$ cat src/rtl/tref_pkg.sv
package tref_pkg;
  localparam int unsigned TREF_BYTE_W = 8;
  localparam int unsigned TREF_TMR_W  = 16;
  localparam int unsigned TREF_CYC_W  = 4;
  localparam int unsigned TREF_DLC_W  = 4;
  localparam int unsigned TREF_IDX_W  = 3;
  localparam int unsigned TREF_DLC    = 4;  // only this length is stamped
  localparam int unsigned TREF_CYC_POS   = 0;  // byte carrying the cycle count
  localparam int unsigned TREF_STAMP_POS = 1;  // first byte of the timer

  typedef enum logic {
    END_LITTLE = 1'b0,
    END_BIG    = 1'b1
  } tref_endian_e;
endpackage

$ cat src/rtl/tref_rst_sync.sv
module tref_rst_sync #(
  parameter int unsigned STAGES = 2
) (
  input  logic clk,
  input  logic rst_n,
  output logic rst_sync_n
);
  logic [STAGES-1:0] chain_q;

  always_ff @(posedge clk or negedge rst_n) begin
    if (!rst_n) chain_q <= '0;
    else        chain_q <= {chain_q[STAGES-2:0], 1'b1};
  end

  assign rst_sync_n = chain_q[STAGES-1];
endmodule

$ cat src/rtl/tref_capture.sv
module tref_capture
  import tref_pkg::*;
#(
  parameter int unsigned TMR_W    = TREF_TMR_W,
  parameter int unsigned CYC_W    = TREF_CYC_W,
  parameter int unsigned DLC_W    = TREF_DLC_W,
  parameter int unsigned DLC_STAMP = TREF_DLC
) (
  input  logic             clk,
  input  logic             rst_n,
  input  logic             sof,
  input  logic             tx_mode,
  input  logic             tref_en,
  input  logic [DLC_W-1:0] dlc,
  input  logic             big_end,
  input  logic [TMR_W-1:0] timer,
  input  logic [CYC_W-1:0] cyc_cnt,
  output logic             armed,
  output tref_endian_e     order,
  output logic [TMR_W-1:0] stamp,
  output logic [CYC_W-1:0] cyc
);
  localparam logic [DLC_W-1:0] DLC_MATCH = DLC_W'(DLC_STAMP);

  logic             armed_d, armed_q;
  tref_endian_e     order_d, order_q;
  logic [TMR_W-1:0] stamp_d, stamp_q;
  logic [CYC_W-1:0] cyc_d,   cyc_q;

  // next state: the whole frame context is taken only at start of frame
  always_comb begin
    armed_d = armed_q;
    order_d = order_q;
    stamp_d = stamp_q;
    cyc_d   = cyc_q;
    if (sof) begin
      armed_d = tx_mode && tref_en && (dlc == DLC_MATCH);
      order_d = big_end ? END_BIG : END_LITTLE;
      stamp_d = timer;
      cyc_d   = cyc_cnt;
    end
  end

  always_ff @(posedge clk or negedge rst_n) begin
    if (!rst_n) begin
      armed_q <= 1'b0;
      order_q <= END_LITTLE;
      stamp_q <= '0;
      cyc_q   <= '0;
    end else begin
      armed_q <= armed_d;
      order_q <= order_d;
      stamp_q <= stamp_d;
      cyc_q   <= cyc_d;
    end
  end

  assign armed = armed_q;
  assign order = order_q;
  assign stamp = stamp_q;
  assign cyc   = cyc_q;

  // context frozen between start-of-frame strobes
  a_r3_ctx_hold: assert property (@(posedge clk) disable iff (!rst_n)
    !sof |=> ($stable(stamp_q) && $stable(cyc_q) && $stable(armed_q) && $stable(order_q)));

  // arming follows the three conditions seen in the sof cycle
  a_r2_arm_rule: assert property (@(posedge clk) disable iff (!rst_n)
    sof |=> (armed_q == ($past(tx_mode) && $past(tref_en) && ($past(dlc) == DLC_MATCH))));

  // each start of frame re-samples the timer
  a_r8_resample: assert property (@(posedge clk) disable iff (!rst_n)
    sof |=> (stamp_q == $past(timer)));
endmodule

$ cat src/rtl/tref_byte_mux.sv
module tref_byte_mux
  import tref_pkg::*;
#(
  parameter int unsigned BYTE_W    = TREF_BYTE_W,
  parameter int unsigned TMR_W     = TREF_TMR_W,
  parameter int unsigned CYC_W     = TREF_CYC_W,
  parameter int unsigned IDX_W     = TREF_IDX_W,
  parameter int unsigned CYC_POS   = TREF_CYC_POS,
  parameter int unsigned STAMP_POS = TREF_STAMP_POS
) (
  input  logic              armed,
  input  tref_endian_e      order,
  input  logic [TMR_W-1:0]  stamp,
  input  logic [CYC_W-1:0]  cyc,
  input  logic [IDX_W-1:0]  idx,
  input  logic [BYTE_W-1:0] mb_byte,
  output logic [BYTE_W-1:0] out_byte
);
  localparam int unsigned TMR_BYTES = TMR_W / BYTE_W;
  localparam logic [IDX_W-1:0] CYC_IDX = IDX_W'(CYC_POS);

  logic [TMR_BYTES-1:0]             lane_hit;
  logic [TMR_BYTES-1:0][BYTE_W-1:0] lane_val;

  // one substitution lane per timer byte; order picks the timer slice
  for (genvar k = 0; k < TMR_BYTES; k++) begin : g_lane
    localparam int unsigned POS    = STAMP_POS + k;
    localparam int unsigned HI_SEL = TMR_BYTES - 1 - k;
    assign lane_hit[k] = (idx == IDX_W'(POS));
    assign lane_val[k] = (order == END_BIG) ? stamp[HI_SEL*BYTE_W +: BYTE_W]
                                            : stamp[k*BYTE_W +: BYTE_W];
  end

  always_comb begin
    out_byte = mb_byte;
    if (armed) begin
      if (idx == CYC_IDX) out_byte = {mb_byte[BYTE_W-1:CYC_W], cyc};
      for (int k = 0; k < TMR_BYTES; k++) begin
        if (lane_hit[k]) out_byte = lane_val[k];
      end
    end
  end
endmodule

$ cat src/rtl/tref_inserter.sv
module tref_inserter
  import tref_pkg::*;
#(
  parameter int unsigned BYTE_W    = TREF_BYTE_W,
  parameter int unsigned TMR_W     = TREF_TMR_W,
  parameter int unsigned CYC_W     = TREF_CYC_W,
  parameter int unsigned DLC_W     = TREF_DLC_W,
  parameter int unsigned IDX_W     = TREF_IDX_W,
  parameter int unsigned DLC_STAMP = TREF_DLC,
  parameter int unsigned SYNC_STAGES = 2
) (
  input  logic              clk,
  input  logic              rst_n,
  input  logic              tx_mode,
  input  logic              tref_en,
  input  logic [DLC_W-1:0]  dlc,
  input  logic              big_end,
  input  logic [TMR_W-1:0]  timer,
  input  logic [CYC_W-1:0]  cyc_cnt,
  input  logic              sof,
  input  logic              byte_req,
  input  logic [IDX_W-1:0]  byte_idx,
  input  logic [BYTE_W-1:0] mb_byte,
  output logic              ser_valid,
  output logic [BYTE_W-1:0] ser_byte
);
  logic              rst_s_n;
  logic              armed;
  tref_endian_e      order;
  logic [TMR_W-1:0]  stamp;
  logic [CYC_W-1:0]  cyc;
  logic [BYTE_W-1:0] mux_byte;

  tref_rst_sync #(.STAGES(SYNC_STAGES)) u_rst_sync (
    .clk        (clk),
    .rst_n      (rst_n),
    .rst_sync_n (rst_s_n)
  );

  tref_capture #(
    .TMR_W(TMR_W), .CYC_W(CYC_W), .DLC_W(DLC_W), .DLC_STAMP(DLC_STAMP)
  ) u_capture (
    .clk     (clk),
    .rst_n   (rst_s_n),
    .sof     (sof),
    .tx_mode (tx_mode),
    .tref_en (tref_en),
    .dlc     (dlc),
    .big_end (big_end),
    .timer   (timer),
    .cyc_cnt (cyc_cnt),
    .armed   (armed),
    .order   (order),
    .stamp   (stamp),
    .cyc     (cyc)
  );

  tref_byte_mux #(
    .BYTE_W(BYTE_W), .TMR_W(TMR_W), .CYC_W(CYC_W), .IDX_W(IDX_W)
  ) u_mux (
    .armed    (armed),
    .order    (order),
    .stamp    (stamp),
    .cyc      (cyc),
    .idx      (byte_idx),
    .mb_byte  (mb_byte),
    .out_byte (mux_byte)
  );

  logic              valid_d, valid_q;
  logic [BYTE_W-1:0] byte_d,  byte_q;

  always_comb begin
    valid_d = byte_req;
    byte_d  = byte_q;
    if (byte_req) byte_d = mux_byte;  // clock enable on the data register
  end

  always_ff @(posedge clk or negedge rst_s_n) begin
    if (!rst_s_n) begin
      valid_q <= 1'b0;
      byte_q  <= '0;
    end else begin
      valid_q <= valid_d;
      byte_q  <= byte_d;
    end
  end

  assign ser_valid = valid_q;
  assign ser_byte  = byte_q;

  // one-cycle answer to each request, silence otherwise
  a_r7_valid_after_req: assert property (@(posedge clk) disable iff (!rst_s_n)
    byte_req |=> ser_valid);
  a_r7_idle_no_valid: assert property (@(posedge clk) disable iff (!rst_s_n)
    !byte_req |=> (!ser_valid && $stable(ser_byte)));

  // disarmed context leaves the byte untouched
  a_r2_disarmed_passthru: assert property (@(posedge clk) disable iff (!rst_s_n)
    (byte_req && !armed) |=> (ser_byte == $past(mb_byte)));

  // the high nibble of byte 0 always comes from the mailbox
  a_r5_hi_nibble: assert property (@(posedge clk) disable iff (!rst_s_n)
    (byte_req && byte_idx == IDX_W'(TREF_CYC_POS)) |=>
      (ser_byte[BYTE_W-1:CYC_W] == $past(mb_byte[BYTE_W-1:CYC_W])));

  // bytes past the timer field are never rewritten
  a_r6_tail_passthru: assert property (@(posedge clk) disable iff (!rst_s_n)
    (byte_req && byte_idx >= IDX_W'(TREF_STAMP_POS + TMR_W / BYTE_W)) |=>
      (ser_byte == $past(mb_byte)));
endmodule

$ cat config.mk
export PLATFORM = sky130hd
export DESIGN_NAME = tref_inserter
export DESIGN_NICKNAME = d
export VERILOG_FILES = /design/src/rtl/tref_pkg.sv /design/src/rtl/tref_rst_sync.sv /design/src/rtl/tref_capture.sv /design/src/rtl/tref_byte_mux.sv /design/src/rtl/tref_inserter.sv
export SDC_FILE = /design/constraint.sdc
export NUM_CORES = 1
export LEC_CHECK = 0
export BUFFER_PORTS_ARGS = -buffer_cell sky130_fd_sc_hd__buf_2
export CORE_UTILIZATION = 46
export DETAILED_ROUTE_END_ITERATION = 8
export GPL_ROUTABILITY_DRIVEN = 0
export PLACE_DENSITY = 0.73
export SETUP_SLACK_MARGIN = 0.4
export SKIP_LAST_GASP = 1
export SYNTH_ARGS = -nofsm -noshare
export SYNTH_HDL_FRONTEND = slang
export SYNTH_HIERARCHICAL = 1
export SYNTH_SLANG_ARGS = --single-unit
$ cat constraint.sdc
create_clock -name clk -period 1.2 [get_ports clk]
set_clock_uncertainty 0.2 [all_clocks]
set_input_delay 0.12 -clock clk [delete_from_list [all_inputs] [get_ports clk]]
set_output_delay 0.12 -clock clk [all_outputs]
set_load 0.02 [all_outputs]
==> summary.md, run 1 <==
| Metric | Value |
|---|---|
| Outcome | finished, violations left |
| Failing checks | hold timing, setup timing |
| Pin count of the biggest net entering global routing | 20 |
| Syn Nets | 181 |
| Final setup violation count | 9 |
| Synthesized instance count | 139 |
| Power, Total | 3.052 mW |
| Iter 0 DRT Violations | 22 |
| Max Slew Vio Count | 0 |
| Num ports | 51 |
| CTS tree | built |
| Post-DRT Antenna Nets | 0 |
| Mean post-synth cell area | 12.72 µm² |
| Vias in the first global route | 1420 |
| Type of origin of the critical path | flop |
| Nature of the critical path endpoint | flop |
| Worst EP arrival | 1.66 ns |
| Vias per inst | 5.282 |
| Dpl cell area | 2183 µm² |
| Core area | 3661 µm² |
| Final critical-path setup slack | -0.4872 ns |
| CTS clk-pin slew, worst paths | 0.07 ns |
| H-tree levels | 2 |
| Routed length per instance | 14.56 µm |
| Hpwl dp | 2855 µm |
| Overflow after GRT | 0 |
| # diodes | 0 |
| CTS buffer count | 5 |
| Setup TNS | -3.270 ns |
| Main synth FF type | dfrtp_1 |
| Mapped Area | 1768 µm² |
| Ys async rst share | 100.0% |
| Die area | 4095 µm² |
| Switching portion of total power | 24.31% |
| Crit Path Class | reg2reg |
| Global-route wire length before repair | 6396 µm |
| Clock sinks | 33 |
| Register area share after synthesis | 46.71% |
| Yosys Warn Count | 6 |
| Layout net count | 259 |
| Pleak | 1.187 nW |
| Sequential share of power | 42.9% |
| Vias | 1405 |
| Port Buffers | 50 |
| Psw | 0.7420 mW |
| Post-CTS Hold Buffers | 1 |
| Comb pwr share | 22.4% |
| Int Pwr | 2.310 mW |
| Initial core utilization | 48.29% |
| Unrepaired setup endpoints after global routing | yes |
| CTS root buffer | clkbuf_8 |
| Rows | 22 |
| Routed WL | 3874 µm |
| Die Y | 64.00 µm |
| Flops & latches, synth | 33 |
| Die Span X | 64.00 µm |
| Max_cap viols | 0 |
| CTS Buffer Depth | 2 |
| Worst Path Max Fanout | 7 |
| All-Layer GR Usage | 20.49% |
| EDFF count, synth | 0 |
| Clock network fraction of design power | 34.7% |
| Fin crit period | 1.687 ns |
| Cell Pwr Density | 1218 nW/µm² |
| Antenna violations before repair | 0 |
| Yosys cell types | 31 |
| Layout area overhead | 41.75% |
| DR DRC count | 0 |
| Fin crit share | 140.6% |
| CP Cell Sequence | buf_12, mux2i_1, nor3_1, o31a_1, mux2_4 |
| Fmax | 592.7 MHz |
| Hold crit path type | in2reg |
| CP max stage delay | 0.42 ns |
| Worst path slowest cell | dfrtp_2 |
| Worst IR drop on VDD | 0.0006403 V |
| Drt pass-1 iters | 5 |
| Final hold viol count | 27 |
| Post-route cell area | 2506 µm² |
| Crit path required time | 1.17 ns |
| WHS | -0.1355 ns |
| Fraction of layout cells with a size suffix above 1 | 59.17% |
| Clock Latency Late Sink | 0.28 ns |
-- synthesized netlist by cell type, types with 2 or more instances --
library cell | instances | share of area [%]
o31a_1 | 4 | 2.0
a21oi_1 | 3 | 0.85
o41ai_1 | 4 | 2.0
buf_4 | 8 | 3.4
o21ai_1 | 4 | 1.1
mux2_4 | 8 | 6.8
dfrtp_1 | 33 | 47
nand2b_1 | 2 | 0.71
a221oi_2 | 3 | 2.5
inv_1 | 5 | 1.1
nor2_1 | 4 | 0.85
nor3_1 | 4 | 1.1
and2_1 | 2 | 0.71
o22ai_1 | 6 | 2.1
mux2_2 | 21 | 13
mux2i_1 | 10 | 5.7
a31oi_1 | 4 | 1.4
-- metrics by stage --
stage          hold slack [ns]  util (%)  setup slack, ns  cells
4_1_cts                -0.1472     67.33          -0.4227    264
6_report               -0.1355     68.46          -0.4872    266
5_1_grt                -0.1465     68.46          -0.5111    266
2_1_floorplan          -0.3756         -          -0.4275    139
3_3_place_gp           -0.2944     59.64          -0.3976    246
3_5_place_dp           -0.2927     59.64          -0.4266    246
-- power by group through the flow --
stage	Sequential [mW]	Clock, mW	Combinational [mW]
floorplan	1.35	0	0.307
global placement	1.32	0	0.533
global route	1.32	1.14	0.732
finish	1.31	1.06	0.684
detailed placement	1.33	0	0.552
CTS	1.31	1.09	0.658
-- layer usage --
| layer | up-vias | GRT usage, % | part of all wire, % |
|---|---|---|---|
| li1 | 672 | - | - |
| met1 | 685 | 25.98 | 45 |
| met2 | 44 | 33.51 | 50 |
| met3 | 4 | 5.536 | 5.0 |
| met4 | 0 | 7.102 | 0.70 |
| met5 | - | 0 | 0 |
-- critical path, delay by kind of cell, from the launching register on --
| kind | cells | cell delay (ns) |
|---|---|---|
| AND/OR/NAND/NOR | 1 | 0.07 |
| AO/OA/AOI/OAI | 1 | 0.25 |
| multiplexers | 2 | 0.48 |
| flip-flops | 1 | 0.42 |
| buffers and inverters | 1 | 0.14 |
-- layout make-up --
cell class	instances	area, µm²
fillers	275	1155
multi-input cells	91	865.8
flip-flops and latches	33	830.8
repair buffers	81	614.3
clock buffers	7	86.33
well taps	48	60.06
clock inverters	1	30.03
inverters	5	18.77
-- path summary, 6_finish.rpt --
kind	end	from	slack, ns	cells past startpoint
min reg2reg	u_capture/stamp[1]	u_rst_sync/chain_q[1]	-0.08	0
max	ser_byte[2]	u_capture/order	-0.49	5
max in group asynchronous	ser_byte[5]	u_rst_sync/chain_q[1]	0.57	1
min	u_capture/stamp[15]	timer[15]	-0.14	2
min in group asynchronous	u_capture/stamp[1]	u_rst_sync/chain_q[1]	-0.08	0
max reg2reg	ser_byte[2]	u_capture/order	-0.49	5
-- layout by cell type (no fill, tap or decap), types with 2 or more instances in the layout --
cell type / n
mux2_4: 11
nor3_1: 4
o22ai_1: 6
o41ai_1: 4
nor2b_4: 2
buf_12: 4
o31a_1: 4
a31oi_1: 4
dfrtp_1: 31
buf_4: 20
mux2_2: 18
buf_6: 15
mux2i_1: 10
and2_1: 2
a21oi_1: 3
nand2b_1: 2
inv_1: 4
o21ai_1: 4
clkbuf_8: 6
a221oi_2: 3
nor2_1: 4
buf_2: 41
-- cell families (layout without fill, tap and decap cells) --
family	count (synthesis)	in the layout	share of synthesized area [%]
compound gates	32	32	14.22
xor+xnor	1	1	0.9203
buf+inv	15	94	5.379
flops	33	33	46.71
mux	39	39	25.83
other cells	1	1	0.2121
simple gates	18	18	6.723
-- state kept, by name, summed over array words and instances (netlist names) --
register	cells
u_rst_sync/chain_q	2
u_capture/armed	1
u_capture/cyc	4
u_capture/stamp	16
u_capture/order	1
ser_byte	8
ser_valid	1
-- what timing repair did --
| item | in CTS | in global routing |
|---|---|---|
| endpoints found under the hold margin | 37 | 27 |
| pin swaps | 5 | 0 |
| endpoints found under the setup margin | 39 | 58 |
| gates resized for setup | 27 | 6 |
| buffers inserted | 9 | 2 |
(Power assumes the default switching activity.)
==> run 2: changes to the inputs <==
--- a/config.mk
+++ b/config.mk
@@ -6,10 +6,11 @@
 export NUM_CORES = 1
 export LEC_CHECK = 0
 export BUFFER_PORTS_ARGS = -buffer_cell sky130_fd_sc_hd__buf_2
-export CORE_UTILIZATION = 46
+export CORE_ASPECT_RATIO = 1.4
+export CORE_UTILIZATION = 51
 export DETAILED_ROUTE_END_ITERATION = 8
 export GPL_ROUTABILITY_DRIVEN = 0
-export PLACE_DENSITY = 0.73
+export PLACE_DENSITY = 0.77
 export SETUP_SLACK_MARGIN = 0.4
 export SKIP_LAST_GASP = 1
 export SYNTH_ARGS = -nofsm -noshare
==> constraint.sdc (replaced) <==
create_clock -name clk -period 1.92 [get_ports clk]
set_clock_uncertainty 0.2 [all_clocks]
set_input_delay 0.192 -clock clk [delete_from_list [all_inputs] [get_ports clk]]
set_output_delay 0.192 -clock clk [all_outputs]
set_load 0.02 [all_outputs]
==> run 2 against run 1 <==
  * Clock power is 36% lower
  * Cell count shrank 1.9%
  * The flow now finishes without violations
  * Register-to-register slack better by 0.69 ns
  * Largest power group unchanged
  * Setup slack better by 0.69 ns
  * First-iteration DRC count grew 23%
==> summary.md, run 2 (synthesis gave the netlist of run 1 again) <==
| Metric | Value |
|---|---|
| Crit path required time | 1.89 ns |
| CTS Buffer Depth | 2 |
| # diodes | 0 |
| Clock network fraction of design power | 36.0% |
| WHS | 0.01817 ns |
| Flop-to-flop setup slack | 0.20 ns |
| Sequential share of power | 43.7% |
| Fraction of layout cells with a size suffix above 1 | 47.75% |
| Commonest non-fill, non-tap cell in the layout | buf_2 |
| Nature of the critical path endpoint | flop |
| CTS buffer count | 5 |
| Drt pass-1 iters | 4 |
| Global-route wire length before repair | 6796 µm |
| Die Span X | 51.76 µm |
| Initial core utilization | 55.02% |
| Final setup violation count | 0 |
| CTS root buffer | clkbuf_8 |
| Register area | 825.8 µm² |
| Type of origin of the critical path | flop |
| Finished Layout Cells | 261 |
| Layout area overhead | 40.34% |
| Num ports | 51 |
| Antenna violations before repair | 0 |
| Post-route cell area | 2481 µm² |
| Fin crit period | 1.721 ns |
| CTS clk-pin slew, worst paths | 0.07 ns |
| Fin crit share | 89.62% |
| Vias per inst | 5.640 |
| Outcome | finished clean |
| Port Buffers | 50 |
| Clock sinks | 33 |
| Dpl cell area | 2061 µm² |
| Hold crit path type | in2async |
| Multi-input logic area | 858.3 µm² |
| Routed length per instance | 15.69 µm |
| # fillers | 211 |
| Final hold viol count | 0 |
| Largest register FFs | 16 |
| Worst IR drop on VDD | 0.0007298 V |
| Overflow after GRT | 0 |
| Pleak | 1.139 nW |
| Comb pwr share | 20.3% |
| Worst Max-Slew Pin Slew | 0.6207 ns |
| Hpwl dp | 2729 µm |
| Core area | 3213 µm² |
| Iter 0 DRT Violations | 27 |
| Worst EP arrival | 1.69 ns |
| Fmax | 581.2 MHz |
| Commonest non-fill, non-tap cells in the layout | 50 x buf_2, 33 x dfrtp_1, 27 x dlygate4sd3_1 |
| Pin count of the biggest net entering global routing | 24 |
| Switching portion of total power | 25.13% |
| All-Layer GR Usage | 24.93% |
| Vias in the first global route | 1527 |
| Die area | 3709 µm² |
| DR DRC count | 0 |
| Max_cap viols | 0 |
| Unrepaired setup endpoints after global routing | yes |
| CTS tree | built |
| Placed insts | 224 |
| Int Pwr | 1.400 mW |
| Rows | 24 |
| Layout net count | 263 |
| Worst Path Max Fanout | 8 |
| Setup TNS | 0 ns |
| Die Y | 71.67 µm |
| Post-DRT Antenna Nets | 0 |
| Psw | 0.4698 mW |
| Cell Pwr Density | 753.5 nW/µm² |
| Crit Path Class | reg2reg |
| Vias | 1472 |
| Clock Latency Late Sink | 0.28 ns |
| H-tree levels | 2 |
| Max Slew Vio Count | 0 |
| Slew HR | 58.62% |
| Routed WL | 4095 µm |
-- run 2: power by group through the flow --
stage | clock [mW] | combinational, mW | sequential [mW]
CTS | 0.693 | 0.366 | 0.817
detailed placement | 0 | 0.317 | 0.829
global route | 0.717 | 0.406 | 0.825
finish | 0.674 | 0.379 | 0.816
global placement | 0 | 0.308 | 0.821
floorplan | 0 | 0.191 | 0.842
-- run 2: final timing paths --
path | startpoint | to | cells after the start
worst max-delay path | u_capture/order | ser_byte[2] | 5
max in group asynchronous | u_rst_sync/chain_q[1] | ser_byte[5] | 1
min in group clk | tref_en | u_capture/armed | 3
worst max register to register | u_capture/order | ser_byte[2] | 5
worst min-delay path | rst_n | u_rst_sync/chain_q[0] | 2
worst min register to register | u_rst_sync/chain_q[1] | u_capture/stamp[2] | 0
-- run 2: final cells by class --
class / instances / share of cell area [%]
clock buffer: 6 / 3.328
multi-input combinational: 91 / 34.59
sequential: 33 / 33.28
clock inverter: 2 / 1.513
tap: 39 / 1.967
inverter: 5 / 0.7564
timing repair buffer: 85 / 24.56
-- run 2: repair_timing --
item	in CTS	in global routing
pin swaps	2	2
hold buffers	27	0
setup endpoints to repair	5	8
buffers inserted	1	1
hold endpoints to repair	25	0
gates resized for setup	1	3
-- run 2: per-layer routing --
layer	share of wire, %	global-route usage (%)
met5	0	0
met4	2.1	11.71
met3	5.5	6.582
met2	53	42.14
met1	40	28.77
-- run 2: critical path, cell delays in order (launching register included) --
cell     delay (ns)
dfrtp_1        0.39
buf_12         0.14
mux2i_1        0.26
nor3_1         0.09
o31a_1         0.26
mux2_4         0.25
-- run 2: per-stage QoR --
step	worst slack (ns)	power [mW]	util (%)
2_1_floorplan	0.2925	1.033	-
3_3_place_gp	0.2389	1.129	64.14
3_5_place_dp	0.1986	1.146	64.14
4_1_cts	0.2828	1.876	76.64
5_1_grt	0.1799	1.949	77.22
6_report	0.1993	1.870	77.22
==> run 3: changes to the inputs <==
--- a/config.mk
+++ b/config.mk
@@ -5,12 +5,14 @@
 export SDC_FILE = /design/constraint.sdc
 export NUM_CORES = 1
 export LEC_CHECK = 0
+export ABC_AREA = 1
 export BUFFER_PORTS_ARGS = -buffer_cell sky130_fd_sc_hd__buf_2
 export CORE_ASPECT_RATIO = 1.4
-export CORE_UTILIZATION = 51
+export CORE_UTILIZATION = 39
+export CTS_CLUSTER_DIAMETER = 60
 export DETAILED_ROUTE_END_ITERATION = 8
 export GPL_ROUTABILITY_DRIVEN = 0
-export PLACE_DENSITY = 0.77
+export PLACE_DENSITY = 0.6
 export SETUP_SLACK_MARGIN = 0.4
 export SKIP_LAST_GASP = 1
 export SYNTH_ARGS = -nofsm -noshare
==> run 3 against run 2 <==
  * Sequential power decreased by 2.8%
  * Hold slack worse by 0.011 ns
  * Sequential share of layout area decreased by 0.38 points
  * Largest cell class unchanged
==> summary.md, run 3 <==
| Metric | Value |
|---|---|
| Outcome | finished clean |
| # fillers | 515 |
| Worst Path Max Fanout | 6 |
| Yosys cell types | 17 |
| Clock Latency Late Sink | 0.28 ns |
| Max_cap viols | 0 |
| Worst path slowest cell | dfrtp_4 |
| Nature of the critical path endpoint | flop |
| Setup TNS | 0 ns |
| Compound-Gate Fraction of Synth Area | 3.215% |
| Post-synth top area cell | dfrtp_1 |
| Type of origin of the critical path | flop |
| All-Layer GR Usage | 17.19% |
| Crit Path Class | reg2reg |
| Adder and majority gate portion of the synthesized area | 0% |
| Overflow after GRT | 0 |
| Vias per inst | 4.171 |
| Dpl cell area | 2138 µm² |
| Drt pass-1 iters | 4 |
| CTS buffer count | 5 |
| Largest family of logic cells by synthesized area | simple AND/OR/NAND/NOR gates |
| Commonest non-fill, non-tap cells in the layout | 163 x nand2_1, 50 x buf_2, 32 x dfrtp_1 |
| Worst EP arrival | 1.48 ns |
| H-tree levels | 2 |
| Ys async rst share | 100.0% |
| Mapped Area | 1868 µm² |
| CP Cell Sequence | buf_6, o21ai_0, nand2_1, nand2_1, nand2_1, nand2_1, inv_1, nand2_1, nand2_1 |
| Area contributors post-synth | dfrtp_1 44%, nand2_1 33%, inv_1 6.2% |
| Commonest non-fill, non-tap cell in the layout | nand2_1 |
| Mux share of post-synthesis cell area | 0% |
| Core area | 4572 µm² |
| Layout Utilization | 55.14% |
| Fmax | 665.6 MHz |
| Crit path required time | 1.90 ns |
| Synth top cells by count | 163 x nand2_1, 33 x dfrtp_1, 31 x inv_1 |
| Fin crit period | 1.502 ns |
| Register area share after synthesis | 44.21% |
| Antenna violations before repair | 0 |
| Worst IR drop on VDD | 0.0004007 V |
| Flops & latches, synth | 33 |
| Vias | 1777 |
| Global-route wire length before repair | 6686 µm |
| Yosys Warn Count | 6 |
| DR DRC count | 0 |
| CP max stage delay | 0.53 ns |
| EDFF count, synth | 0 |
| XOR/XNOR Fraction of Synth Area | 0% |
| Num ports | 51 |
| Iter 0 DRT Violations | 18 |
| Count leader, synth | nand2_1 |
| Final hold viol count | 0 |
| CTS tree | built |
| Mean post-synth cell area | 6.601 µm² |
| Layout area overhead | 34.96% |
| Pleak | 1.498 nW |
| Die Y | 83.89 µm |
| Post-DRT Antenna Nets | 0 |
| Synthesized instance count | 283 |
| CTS root buffer | clkbuf_8 |
| WHS | 0.007125 ns |
| Pin count of the biggest net entering global routing | 32 |
| Simple-Gate Fraction of Synth Area | 40.99% |
| Main synth FF type | dfrtp_1 |
| CTS Buffer Depth | 2 |
| Initial core utilization | 40.86% |
| Multi-input logic area | 833.3 µm² |
| Clock sinks | 33 |
| Cell Pwr Density | 648.0 nW/µm² |
| CTS clk-pin slew, worst paths | 0.06 ns |
| Synth top area share | 44.21% |
| Vias in the first global route | 1651 |
| Routed WL | 3864 µm |
| Post-route cell area | 2521 µm² |
| Hold crit path type | in2reg |
| Unrepaired setup endpoints after global routing | yes |
| Power, Total | 1.634 mW |
| Die area | 5075 µm² |
| Fin crit share | 78.25% |
| Largest register FFs | 16 |
| Fraction of layout cells with a size suffix above 1 | 20.33% |
| Die Span X | 60.49 µm |
| # diodes | 0 |
| Port Buffers | 50 |
| Register area | 829.5 µm² |
| Hpwl dp | 2720 µm |
| Routed length per instance | 9.070 µm |
| Max Slew Vio Count | 0 |
| Syn Nets | 325 |
| Final setup violation count | 0 |
| Most Frequent Cell on Critical Path | nand2_1 |
| Rows | 29 |
| Layout net count | 405 |
-- run 3: cell count changes in the layout (fill, tap and decap cells not counted), sizes merged, moves of 7 or more --
| cell | delta |
|---|---|
| nand2 | +165 |
| mux2 | -29 |
| nor2 | +15 |
| inv | +31 |
| nand3 | +9 |
| o21ai | +7 |
| mux2i | -10 |
| o22ai | -7 |
-- run 3: cell families after synthesis --
family                 Yosys count
AND/OR/NAND/NOR                193
buffers and inverters           44
flip-flops                      33
AO/OA/AOI/OAI                   12
other                            1
-- run 3: worst paths after layout --
check,slack (ns),to,cells after the start,from
max,0.42,ser_byte[7],9,u_capture/order
min,0.007,u_capture/armed,6,dlc[1]
max reg2reg,0.42,ser_byte[7],9,u_capture/order
min reg2reg,0.06,u_capture/cyc[3],1,u_rst_sync/chain_q[1]
max in group asynchronous,1.16,u_capture/order,1,u_rst_sync/chain_q[1]
min in group asynchronous,0.02,u_rst_sync/chain_q[1],2,rst_n
-- run 3: power breakdown --
| part | switching, mW | total (mW) | leakage (nW) | internal (mW) |
|---|---|---|---|---|
| clock | 0.241 | 0.492 | 0.0450 | 0.251 |
| combinational | 0.189 | 0.349 | 1.05 | 0.160 |
| sequential | 0.0376 | 0.793 | 0.401 | 0.755 |
| total | 0.468 | 1.63 | 1.50 | 1.17 |
-- run 3: metrics by stage --
step / cells / worst slack (ns)
floorplan: 283 / 0.5814
global placement: 389 / 0.2750
detailed placement: 389 / 0.2107
CTS: 422 / 0.4303
global route: 426 / 0.3410
finish: 426 / 0.4176
-- run 3: layout make-up --
type,count,share of cell area [%]
clock buffers,6,2.878
clock inverters,2,0.3970
inverters,36,5.757
multi-input cells,206,33.05
flip-flops and latches,33,32.90
well taps,62,3.077
repair buffers,81,21.94
-- run 3: worst max-delay path: cells and delay by family (launching register included) --
kind | cells | cell delay (ns)
flops | 1 | 0.53
simple gates | 6 | 0.32
buf+inv | 2 | 0.18
compound gates | 1 | 0.17
-- run 3: what timing repair did --
item                       4_1_cts  5_1_grt
setup endpoints to repair        8        8
buffers inserted                 0        4
hold endpoints to repair        26        0
gates resized for setup          2       14
pin swaps                        0        1
hold buffers                    25        0
-- run 3: per-layer routing --
metal  GRT usage [%]  up-vias  part of all wire (%)
li1                -      991                     -
met1           19.51      741                    45
met2           29.57       38                    50
met3           3.876        7                   3.7
met4           7.438        0                   1.8
met5               0        -                     0
